### src/rtl/mesi_pkg.sv
package mesi_pkg;
  typedef enum logic [1:0] {
    ST_I = 2'd0,
    ST_S = 2'd1,
    ST_E = 2'd2,
    ST_M = 2'd3
  } line_st_t;

  // CMD_NONE doubles as "hit, no bus needed" in the request decode
  typedef enum logic [2:0] {
    CMD_NONE = 3'd0,
    CMD_RD   = 3'd1,
    CMD_RDX  = 3'd2,
    CMD_INV  = 3'd3,
    CMD_WB   = 3'd4
  } bus_cmd_t;
endpackage

### src/rtl/mesi_line_store.sv
module mesi_line_store
  import mesi_pkg::*;
#(
  parameter int IDX_W  = 2,
  parameter int TAG_W  = 6,
  parameter int DATA_W = 16
) (
  input  logic              clk,
  input  logic              rst_n,
  input  logic [IDX_W-1:0]  cpu_idx,
  output line_st_t          cpu_st,
  output logic [TAG_W-1:0]  cpu_tag,
  output logic [DATA_W-1:0] cpu_data,
  input  logic              cpu_we,
  input  line_st_t          cpu_st_new,
  input  logic [TAG_W-1:0]  cpu_tag_new,
  input  logic              cpu_data_we,
  input  logic [DATA_W-1:0] cpu_data_new,
  input  logic [IDX_W-1:0]  snp_idx,
  output line_st_t          snp_st,
  output logic [TAG_W-1:0]  snp_tag,
  output logic [DATA_W-1:0] snp_data,
  input  logic              snp_we,
  input  line_st_t          snp_st_new
);
  localparam int LINES = 1 << IDX_W;

  line_st_t          st_q   [LINES];
  logic [TAG_W-1:0]  tag_q  [LINES];
  logic [DATA_W-1:0] data_q [LINES];

  for (genvar i = 0; i < LINES; i++) begin : g_line
    localparam logic [IDX_W-1:0] MY_IDX = IDX_W'(i);
    line_st_t          st_r;
    logic [TAG_W-1:0]  tag_r;
    logic [DATA_W-1:0] data_r;

    always_ff @(posedge clk or negedge rst_n) begin
      if (!rst_n) begin
        st_r   <= ST_I;
        tag_r  <= '0;
        data_r <= '0;
      end else if (snp_we && snp_idx == MY_IDX) begin
        st_r <= snp_st_new;
      end else if (cpu_we && cpu_idx == MY_IDX) begin
        st_r  <= cpu_st_new;
        tag_r <= cpu_tag_new;
        if (cpu_data_we) data_r <= cpu_data_new;
      end
    end

    assign st_q[i]   = st_r;
    assign tag_q[i]  = tag_r;
    assign data_q[i] = data_r;
  end

  assign cpu_st   = st_q[cpu_idx];
  assign cpu_tag  = tag_q[cpu_idx];
  assign cpu_data = data_q[cpu_idx];
  assign snp_st   = st_q[snp_idx];
  assign snp_tag  = tag_q[snp_idx];
  assign snp_data = data_q[snp_idx];


  write_port_clash_chk: assert property (@(posedge clk) disable iff (!rst_n)
    !(cpu_we && snp_we));
endmodule

### src/rtl/mesi_req_decode.sv
module mesi_req_decode
  import mesi_pkg::*;
#(
  parameter int TAG_W = 6
) (
  input  line_st_t         line_st,
  input  logic [TAG_W-1:0] line_tag,
  input  logic [TAG_W-1:0] req_tag,
  input  logic             req_write,
  output bus_cmd_t         act
);
  logic hit;
  assign hit = (line_st != ST_I) && (line_tag == req_tag);

  always_comb begin
    if (hit) begin
      if (req_write && line_st == ST_S) act = CMD_INV;
      else                              act = CMD_NONE;
    end else if (line_st == ST_M) begin
      act = CMD_WB;
    end else begin
      act = req_write ? CMD_RDX : CMD_RD;
    end
  end
endmodule

### src/rtl/mesi_snoop_resp.sv
module mesi_snoop_resp
  import mesi_pkg::*;
#(
  parameter int TAG_W  = 6,
  parameter int DATA_W = 16
) (
  input  logic              clk,
  input  logic              rst_n,
  input  logic              snp_valid,
  input  logic [2:0]        snp_cmd,
  input  logic [TAG_W-1:0]  snp_tag,
  input  line_st_t          line_st,
  input  logic [TAG_W-1:0]  line_tag,
  input  logic [DATA_W-1:0] line_data,
  output logic              snp_shared,
  output logic              snp_flush,
  output logic [DATA_W-1:0] snp_data,
  output logic              st_we,
  output line_st_t          st_new
);
  logic hit, dirty;
  assign hit   = snp_valid && (line_st != ST_I) && (line_tag == snp_tag);
  assign dirty = hit && (line_st == ST_M);

  always_comb begin
    snp_shared = 1'b0;
    snp_flush  = 1'b0;
    st_we      = 1'b0;
    st_new     = ST_I;
    case (snp_cmd)
      3'(CMD_RD): begin
        snp_shared = hit;
        snp_flush  = dirty;
        st_we      = hit;
        st_new     = ST_S;
      end
      3'(CMD_RDX), 3'(CMD_INV): begin
        snp_flush = dirty;
        st_we     = hit;
        st_new    = ST_I;
      end
      default: ;
    endcase
  end

  assign snp_data = snp_flush ? line_data : '0;


  flush_marks_shared_chk: assert property (@(posedge clk) disable iff (!rst_n)
    (snp_flush && snp_cmd == 3'(CMD_RD)) |-> snp_shared);


  kill_not_shared_chk: assert property (@(posedge clk) disable iff (!rst_n)
    (snp_valid && snp_cmd != 3'(CMD_RD)) |-> !snp_shared);
endmodule

### src/rtl/mesi_snoop_ctrl.sv
module mesi_snoop_ctrl
  import mesi_pkg::*;
#(
  parameter int ADDR_W = 8,
  parameter int DATA_W = 16,
  parameter int IDX_W  = 2
) (
  input  logic              clk,
  input  logic              rst_n,
  input  logic              cpu_req_valid,
  output logic              cpu_req_ready,
  input  logic              cpu_req_write,
  input  logic [ADDR_W-1:0] cpu_req_addr,
  input  logic [DATA_W-1:0] cpu_req_wdata,
  output logic [DATA_W-1:0] cpu_rsp_rdata,
  output logic              bus_req,
  input  logic              bus_gnt,
  output logic [2:0]        bus_cmd,
  output logic [ADDR_W-1:0] bus_addr,
  output logic [DATA_W-1:0] bus_wdata,
  input  logic [DATA_W-1:0] bus_fill_data,
  input  logic              bus_shared_in,
  input  logic              snp_valid,
  input  logic [2:0]        snp_cmd,
  input  logic [ADDR_W-1:0] snp_addr,
  output logic              snp_shared,
  output logic              snp_flush,
  output logic [DATA_W-1:0] snp_data
);
  localparam int TAG_W = ADDR_W - IDX_W;

  logic [IDX_W-1:0]  c_idx, s_idx;
  logic [TAG_W-1:0]  req_tag, s_req_tag, c_tag, s_tag;
  logic [DATA_W-1:0] c_data, s_data, c_data_new;
  line_st_t          c_st, s_st, c_st_new, s_st_new;
  logic              c_we, c_data_we, s_we;
  logic              cpu_go, need_bus, fire;
  bus_cmd_t          act;

  assign c_idx     = cpu_req_addr[IDX_W-1:0];
  assign req_tag   = cpu_req_addr[ADDR_W-1:IDX_W];
  assign s_idx     = snp_addr[IDX_W-1:0];
  assign s_req_tag = snp_addr[ADDR_W-1:IDX_W];

  mesi_line_store #(.IDX_W(IDX_W), .TAG_W(TAG_W), .DATA_W(DATA_W)) u_store (
    .clk, .rst_n,
    .cpu_idx(c_idx), .cpu_st(c_st), .cpu_tag(c_tag), .cpu_data(c_data),
    .cpu_we(c_we), .cpu_st_new(c_st_new), .cpu_tag_new(req_tag),
    .cpu_data_we(c_data_we), .cpu_data_new(c_data_new),
    .snp_idx(s_idx), .snp_st(s_st), .snp_tag(s_tag), .snp_data(s_data),
    .snp_we(s_we), .snp_st_new(s_st_new)
  );

  mesi_req_decode #(.TAG_W(TAG_W)) u_dec (
    .line_st(c_st), .line_tag(c_tag), .req_tag(req_tag),
    .req_write(cpu_req_write), .act(act)
  );

  mesi_snoop_resp #(.TAG_W(TAG_W), .DATA_W(DATA_W)) u_snp (
    .clk, .rst_n,
    .snp_valid, .snp_cmd, .snp_tag(s_req_tag),
    .line_st(s_st), .line_tag(s_tag), .line_data(s_data),
    .snp_shared, .snp_flush, .snp_data,
    .st_we(s_we), .st_new(s_st_new)
  );

  // snoop owns the tag array this cycle; processor side waits
  assign cpu_go   = cpu_req_valid && !snp_valid;
  assign need_bus = (act != CMD_NONE);
  assign bus_req  = cpu_go && need_bus;
  assign fire     = bus_req && bus_gnt;
  assign bus_cmd  = bus_req ? 3'(act) : 3'(CMD_NONE);
  assign bus_addr = (act == CMD_WB) ? {c_tag, c_idx} : cpu_req_addr;
  assign bus_wdata = c_data;

  assign cpu_req_ready = cpu_go && (!need_bus || (bus_gnt && act != CMD_WB));
  assign cpu_rsp_rdata = (act == CMD_RD) ? bus_fill_data : c_data;

  assign c_we       = cpu_go && ((!need_bus && cpu_req_write) || fire);
  assign c_data_we  = (act != CMD_WB);
  assign c_data_new = cpu_req_write ? cpu_req_wdata : bus_fill_data;

  always_comb begin
    case (act)
      CMD_WB:  c_st_new = ST_I;
      CMD_RD:  c_st_new = bus_shared_in ? ST_S : ST_E;
      default: c_st_new = ST_M;
    endcase
  end


  snoop_stalls_cpu_chk: assert property (@(posedge clk) disable iff (!rst_n)
    snp_valid |-> (!bus_req && !cpu_req_ready));


  grant_no_snoop_chk: assert property (@(posedge clk) disable iff (!rst_n)
    bus_gnt |-> !snp_valid);


  silent_upgrade_chk: assert property (@(posedge clk) disable iff (!rst_n)
    (cpu_go && cpu_req_write && c_st == ST_E && c_tag == req_tag)
      |-> (cpu_req_ready && !bus_req));


  wb_not_final_chk: assert property (@(posedge clk) disable iff (!rst_n)
    (fire && bus_cmd == 3'(CMD_WB)) |-> !cpu_req_ready);


  fill_completes_chk: assert property (@(posedge clk) disable iff (!rst_n)
    (fire && bus_cmd != 3'(CMD_WB)) |-> cpu_req_ready);
endmodule

### config.mk
export PLATFORM = sky130hd
export DESIGN_NAME = mesi_snoop_ctrl
export DESIGN_NICKNAME = d
export VERILOG_FILES = /design/src/rtl/mesi_pkg.sv /design/src/rtl/mesi_line_store.sv /design/src/rtl/mesi_req_decode.sv /design/src/rtl/mesi_snoop_resp.sv /design/src/rtl/mesi_snoop_ctrl.sv
export SDC_FILE = /design/constraint.sdc
export NUM_CORES = 1
export LEC_CHECK = 0
export BUFFER_PORTS_ARGS = -buffer_cell sky130_fd_sc_hd__buf_2
export CORE_MARGIN = 2
export CORE_UTILIZATION = 33
export CTS_CLUSTER_SIZE = 14
export DETAILED_ROUTE_END_ITERATION = 12
export GPL_TIMING_DRIVEN = 0
export PLACE_DENSITY_LB_ADDON = 0.05
export SETUP_SLACK_MARGIN = 0.05
export SYNTH_ARGS = -nofsm -noshare
export SYNTH_HDL_FRONTEND = slang
export SYNTH_SLANG_ARGS = --single-unit
### constraint.sdc
create_clock -name clk -period 3.1 [get_ports clk]
set_input_delay 0.31 -clock clk [delete_from_list [all_inputs] [get_ports clk]]
set_output_delay 0.31 -clock clk [all_outputs]
set_load 0.01 [all_outputs]
==> qor.csv, run 1 <==
metric,value,unit
syn-num-nets,486,
hpwl,12200,um
initial_utilization,33.8,%
final_hold_viol_count,0,
grt_max_degree,53,
avgViaCountPerCell,5.26,
finClkSkew,5.63,ps
clkLatencyLatePin,340,ps
seq_area_frac_synth,39.4,%
ys.flop_type,dfrtp_1,
r2r_cells,10,
syn_area,6090,um2
cts_buffers,9,
grt_pass1_wl,27200,um
crit_slowest_cell,mux4_2,
drive_above_1_share,62.0,%
cts_htree_levels,3,
grt.total_usage,18.2,%
cts_tree,yes,
dieArea,19600,um2
synthArstFlopShare,100,%
rsz0062_at_grt,true,
routed_wl,17300,um
path_clk_slew,70,ps
maxCapViolations,0,
start_kind,flop,
drt_iter0_drc,147,
endpoint_kind,output pin,
cts-root-buf,clkbuf_16,
ys_types,47,
hold_ws,261,ps
rows,49,
vias,4206,
gr-total-overflow,0,
core,18000,um2
layout.nets,624,
wl_per_cell,21.6,um
setup_viol,0,
critPathRequiredTime,2790,ps
status,"finished, final reports clean",
instances_no_fill,800,
synth_area_per_cell,14.2,um2
yosysWarningCount,0,
period_minus_slack,2980,ps
whs_path_depth,3,
antenna_found_initial,0,
grt_pass1_vias,4549,
worstMarginPinSlew,1040,ps
synthAdderAreaFrac,0,%
timing.fmax,336,MHz
io_pins,121,
firstDrtPassIters,4,
ys_ff_latch,96,
cts_max_path_buffers,2,
synth_compound_area_share,3.74,%
hold_path_end,u_store.g_line[3].st_r[0],
syn_inst,428,
die_h,140,um
syn2layout_area_growth,23.8,%
max_stage_delay,500,ps
regToRegEndpoint,u_store.g_line[0].st_r[0],
drv_slew,0,
hold_path.class,in2reg,
synth_xor_area_share,2.30,%
crit_chain,mux4_2 -> xor2_1 -> nor4_2 -> nand4_1 -> buf_4 -> buf_4 -> buf_4 -> buf_4 -> nor2_4 -> buf_6,
muxShareOfSynthArea,44.1,%
critical_path_class,reg2out,
fin_crit_sh,96.0,%
synth_edf_count,0,
synth_top_family_by_area,multiplexers,
leakagePower,3.42,nW
slew-limit-headroom,30.6,%
ir_worst_vdd,0.000312,V
gp_congestion,0.816,
die_w,140,um
cp_common_cell,buf_4,
place_inst,772,
ff2ff_setup_slack,140,ps
cts.sinks,96,
critPathMaxFanout,8,
port_buffers,114,
drtAntennaViolNets,0,
finalPower,5.29,mW
power_density,702,nW/um2
timing.rr.start,u_store.g_line[3].tag_r[4],
cp-startpoint,u_store.g_line[3].tag_r[4],
synthSimpleGateAreaFrac,6.86,%
drc_errors,0,
critPathArrivalTime,2670,ps
hp-start,snp_cmd[0],
antenna_cells,0,
utilization,41.8,%
layout make-up:
cell class | instances | area, um2
repair buffers | 127 | 707
well taps | 229 | 287
inverters | 8 | 30.0
flip-flops and latches | 96 | 2400
fillers | 1713 | 10500
plain buffers | 31 | 238
multi-input cells | 293 | 3550
clock inverters | 3 | 47.5
clock buffers | 13 | 280
cell usage in the layout (no fill, tap or decap), types with 3 or more instances in the layout:
cell	Yosys	layout
inv_1	8	8
mux2_4	30	30
a21o_1	3	3
clkbuf_1	11	8
clkbuf_8	0	4
xnor2_1	10	9
mux2_2	96	96
buf_6	6	7
buf_8	0	3
nor2_1	9	6
nand3_4	3	4
o221ai_1	3	3
clkbuf_16	0	9
dfrtp_1	96	96
a21oi_1	5	5
buf_4	5	14
nor2b_1	17	15
nor3_1	4	4
buf_2	4	116
clkbuf_2	0	4
xor2_1	6	6
mux2i_1	15	15
mux4_2	44	44
nand3b_1	3	3
nand2_1	11	10
report_power, final:
group          internal, mW  switching, mW
combinational          1.22          0.844
clock                 0.718          0.498
sequential             1.69          0.321
total                  3.63           1.66
through the flow:
stage                     area [um2]  setup slack (ps)  TNS, ps
final                           7540               124        0
after global routing            7540              6.09        0
after CTS                       7430              59.4        0
after detailed placement        6980              -767   -14870
after global placement          6950              -761   -14300
after floorplan                 6090               326        0
kinds of logic (layout without fill, tap and decap cells):
kind of cell	count (synthesis)	after routing
multiplexers	186	186
flip-flops	96	96
buffers and inverters	39	182
AND/OR/NAND/NOR	65	65
AO/OA/AOI/OAI	26	26
XOR/XNOR	16	16
worst max path at each step:
stage	endpoint	slack, ps	cells after the start
2_1_floorplan	cpu_rsp_rdata[10]	330	8
3_3_place_gp	snp_data[9]	-760	11
3_5_place_dp	snp_data[9]	-770	11
4_1_cts	snp_data[9]	60	9
5_1_grt	snp_shared	6	10
6_report	snp_shared	120	10
critical path, delay by kind of cell (launching register included):
family,cells,cell delay (ps)
XOR/XNOR,1,170
buffers and inverters,5,700
flip-flops,1,400
multiplexers,1,500
AND/OR/NAND/NOR,3,580
cell usage after synthesis (2+ instances only):
library cell  instances  share of area, %
and3_1                2              0.21
nor4_1                2              0.21
nor2_1                9              0.55
or4_1                 2              0.25
inv_1                 8              0.49
mux2i_1              15               2.5
buf_2                 4              0.33
o221ai_1              3              0.43
nor2b_1              17               1.7
a21oi_1               5              0.41
mux2_4               30               7.4
o21ai_0               2              0.16
nand3_4               3              0.86
nand3_1               4              0.33
a21o_1                3              0.37
buf_6                 6               1.1
nand3b_1              3              0.37
mux4_2               44                16
nand2_1              11              0.68
nor3_1                4              0.33
xnor2_1              10               1.4
clkbuf_1             11              0.68
buf_4                 5              0.62
dfrtp_1              96                39
nand2b_1              2              0.21
mux2_2               96                18
buf_1                 5              0.31
xor2_1                6              0.86
a211o_1               2              0.29
registers in the layout (all words and copies together), names as in the netlist:
name and flops:
u_store.g_line.tag_r 24, u_store.g_line.data_r 64, u_store.g_line.st_r 8
metal layers:
layer | wire (um) | GRT usage [%] | part of all wire [%] | up-vias
met5 | 0 | 0 | 0 | -
met4 | 143 | 4.84 | 0.83 | 0
met3 | 784 | 3.65 | 4.5 | 10
met2 | 8340 | 29.4 | 48 | 106
met1 | 8010 | 25.3 | 46 | 2177
li1 | - | - | - | 1913
timing repair:
action | CTS | global route
endpoints found under the setup margin | 41 | 107
pin swaps | 4 | 7
setup buffers | 8 | 4
hold buffers | 1 | 0
gates resized for setup | 14 | 25
endpoints found under the hold margin | 8 | 0
Power figures use the tool's default switching activity.
==> run 2: changes to the inputs <==
--- a/config.mk
+++ b/config.mk
@@ -6,6 +6,7 @@
 export NUM_CORES = 1
 export LEC_CHECK = 0
 export BUFFER_PORTS_ARGS = -buffer_cell sky130_fd_sc_hd__buf_2
+export CORE_ASPECT_RATIO = 1.5
 export CORE_MARGIN = 2
 export CORE_UTILIZATION = 33
 export CTS_CLUSTER_SIZE = 14
==> run 2 against run 1 <==
Effect of this change:
- the run now ends with negative hold slack left
- first-iteration DRC count shrank 3.4%
- final cell count fell by 2.0%
- total power shrank 2.8%
- clock power fell by 15%
- die area grew 0.12%
- sequential power barely moved
- worst setup slack improved by 20 ps
- sequential share of layout area up 0.35 points
- hold slack worse by 290 ps
- clock skew is 3.9 ps higher
- register-to-register slack improved by 50 ps
- count of clock-buffer cells in the layout shrank 3
- largest cell class unchanged
==> qor.csv, run 2 (synthesis gave the netlist of run 1 again) <==
metric,value,unit
status,"complete, but fails checks",
violations,negative hold slack,
core,18000,um2
grt_pass1_wl,25700,um
path_clk_slew,70,ps
timing.fmax,338,MHz
antenna_found_initial,0,
syn2layout_area_growth,22.4,%
critical_path.top_delay_family,simple AND/OR/NAND/NOR gates,
period_minus_slack,2960,ps
grt.total_usage,17.6,%
worst-path-buf-inv,2,
die_h,170,um
endpoint_kind,output pin,
critical_path_class,reg2out,
maxCapViolations,0,
hold_ws,-28.0,ps
layout.nets,621,
crit_slowest_cell,mux4_2,
worstMarginPinSlew,1030,ps
hold_path.class,in2async,
pre_cts_slack,-762,ps
critPathMaxFanout,10,
ir_worst_vdd,0.000256,V
fin_crit_sh,95.4,%
drv_slew,0,
antenna_cells,0,
final_common_cell,buf_2,
cts.sinks,96,
initial_utilization,33.8,%
io_pins,121,
max_stage_delay,490,ps
critPathArrivalTime,2650,ps
regToRegEndpoint,u_store.g_line[0].data_r[15],
cts_max_path_buffers,2,
largest-register,u_store.g_line.data_r,
gp_congestion,0.804,
dieArea,19600,um2
cts_htree_levels,3,
cts_tree,yes,
rsz0062_at_grt,true,
start_kind,flop,
final_cell_mix,"buf_2, dfrtp_1, mux2_2",
cts-root-buf,clkbuf_16,
clkLatencyLatePin,340,ps
fin_tns_setup,0,ps
finalInstanceArea,7460,um2
hpwl,12300,um
critPathRequiredTime,2790,ps
drtAntennaViolNets,0,
wl_per_cell,21.7,um
finClkSkew,9.49,ps
drt_iter0_drc,142,
gr-total-overflow,0,
largest_register_ffs,64,
cts_buffers,9,
die_w,115,um
place_area,6960,um2
r2r_cells,10,
grt_max_degree,55,
firstDrtPassIters,4,
avgViaCountPerCell,5.31,
finalPower,5.14,mW
final_hold_viol_count,29,
leakagePower,3.39,nW
drive_above_1_share,61.9,%
routed_wl,17000,um
ff2ff_setup_slack,190,ps
fillerInstances,1732,
slew-limit-headroom,31.6,%
drc_errors,0,
setup_viol,0,
worst_slack,144,ps
timing.rr.start,u_store.g_line[3].tag_r[5],
top_regs,"u_store.g_line.data_r: 64 flops, u_store.g_line.tag_r: 24 flops, u_store.g_line.st_r: 8 flops",
rows,60,
grt_pass1_vias,4430,
power_density,690,nW/um2
crit_chain,mux4_2 -> xor2_1 -> nor4_1 -> nand4_1 -> nor2_2 -> nand3_4 -> buf_8 -> nor2b_1 -> buf_2,
port_buffers,114,
vias,4165,
run 2: metal layers:
layer	routed length, um	up-vias	part of all wire, %	GRT usage, %
met5	0	-	0	0
met4	305	0	1.8	5.29
met3	593	20	3.5	2.35
met2	9050	116	53	31.7
met1	7090	2138	42	21.8
li1	-	1891	-	-
run 2: per-stage QoR:
stage          instances  util, %
4_1_cts              779     40.6
5_1_grt              784     41.4
3_3_place_gp         759     38.5
3_5_place_dp         760     38.6
6_report             784     41.4
2_1_floorplan        428        -
run 2: power by group:
group          switching, mW  internal (mW)
combinational          0.848           1.26
sequential             0.313           1.69
clock                  0.495          0.541
run 2: worst max-delay path by stage:
stage                   endpoint                       start  cells past startpoint  slack [ps]
2_1_floorplan  cpu_rsp_rdata[10]             cpu_req_addr[0]                      8         330
6_report             snp_data[8]  u_store.g_line[3].tag_r[2]                      9         140
3_3_place_gp         snp_data[9]                 snp_addr[1]                     11        -860
4_1_cts              snp_data[9]  u_store.g_line[3].tag_r[2]                      9          50
3_5_place_dp         snp_data[9]                 snp_addr[1]                     11        -760
5_1_grt              snp_data[8]  u_store.g_line[3].tag_r[2]                      9         -30
run 2: layout make-up:
| cell class | count | area [um2] | area share (%) |
|---|---|---|---|
| buffer | 31 | 225 | 3.02 |
| sequential | 96 | 2400 | 32.2 |
| clock inverter | 5 | 35.0 | 0.470 |
| tap | 217 | 272 | 3.64 |
| multi-input combinational | 293 | 3570 | 47.8 |
| inverter | 8 | 30.0 | 0.403 |
| timing repair buffer | 124 | 696 | 9.33 |
| clock buffer | 10 | 229 | 3.07 |
run 2: timing repair:
item                                    in CTS  in global routing
buffers inserted                             4                  4
pin swaps                                    4                  5
cloned                                       0                  1
hold buffers                                 0                  0
gates resized for setup                     13                 24
endpoints found under the setup margin      41                 98
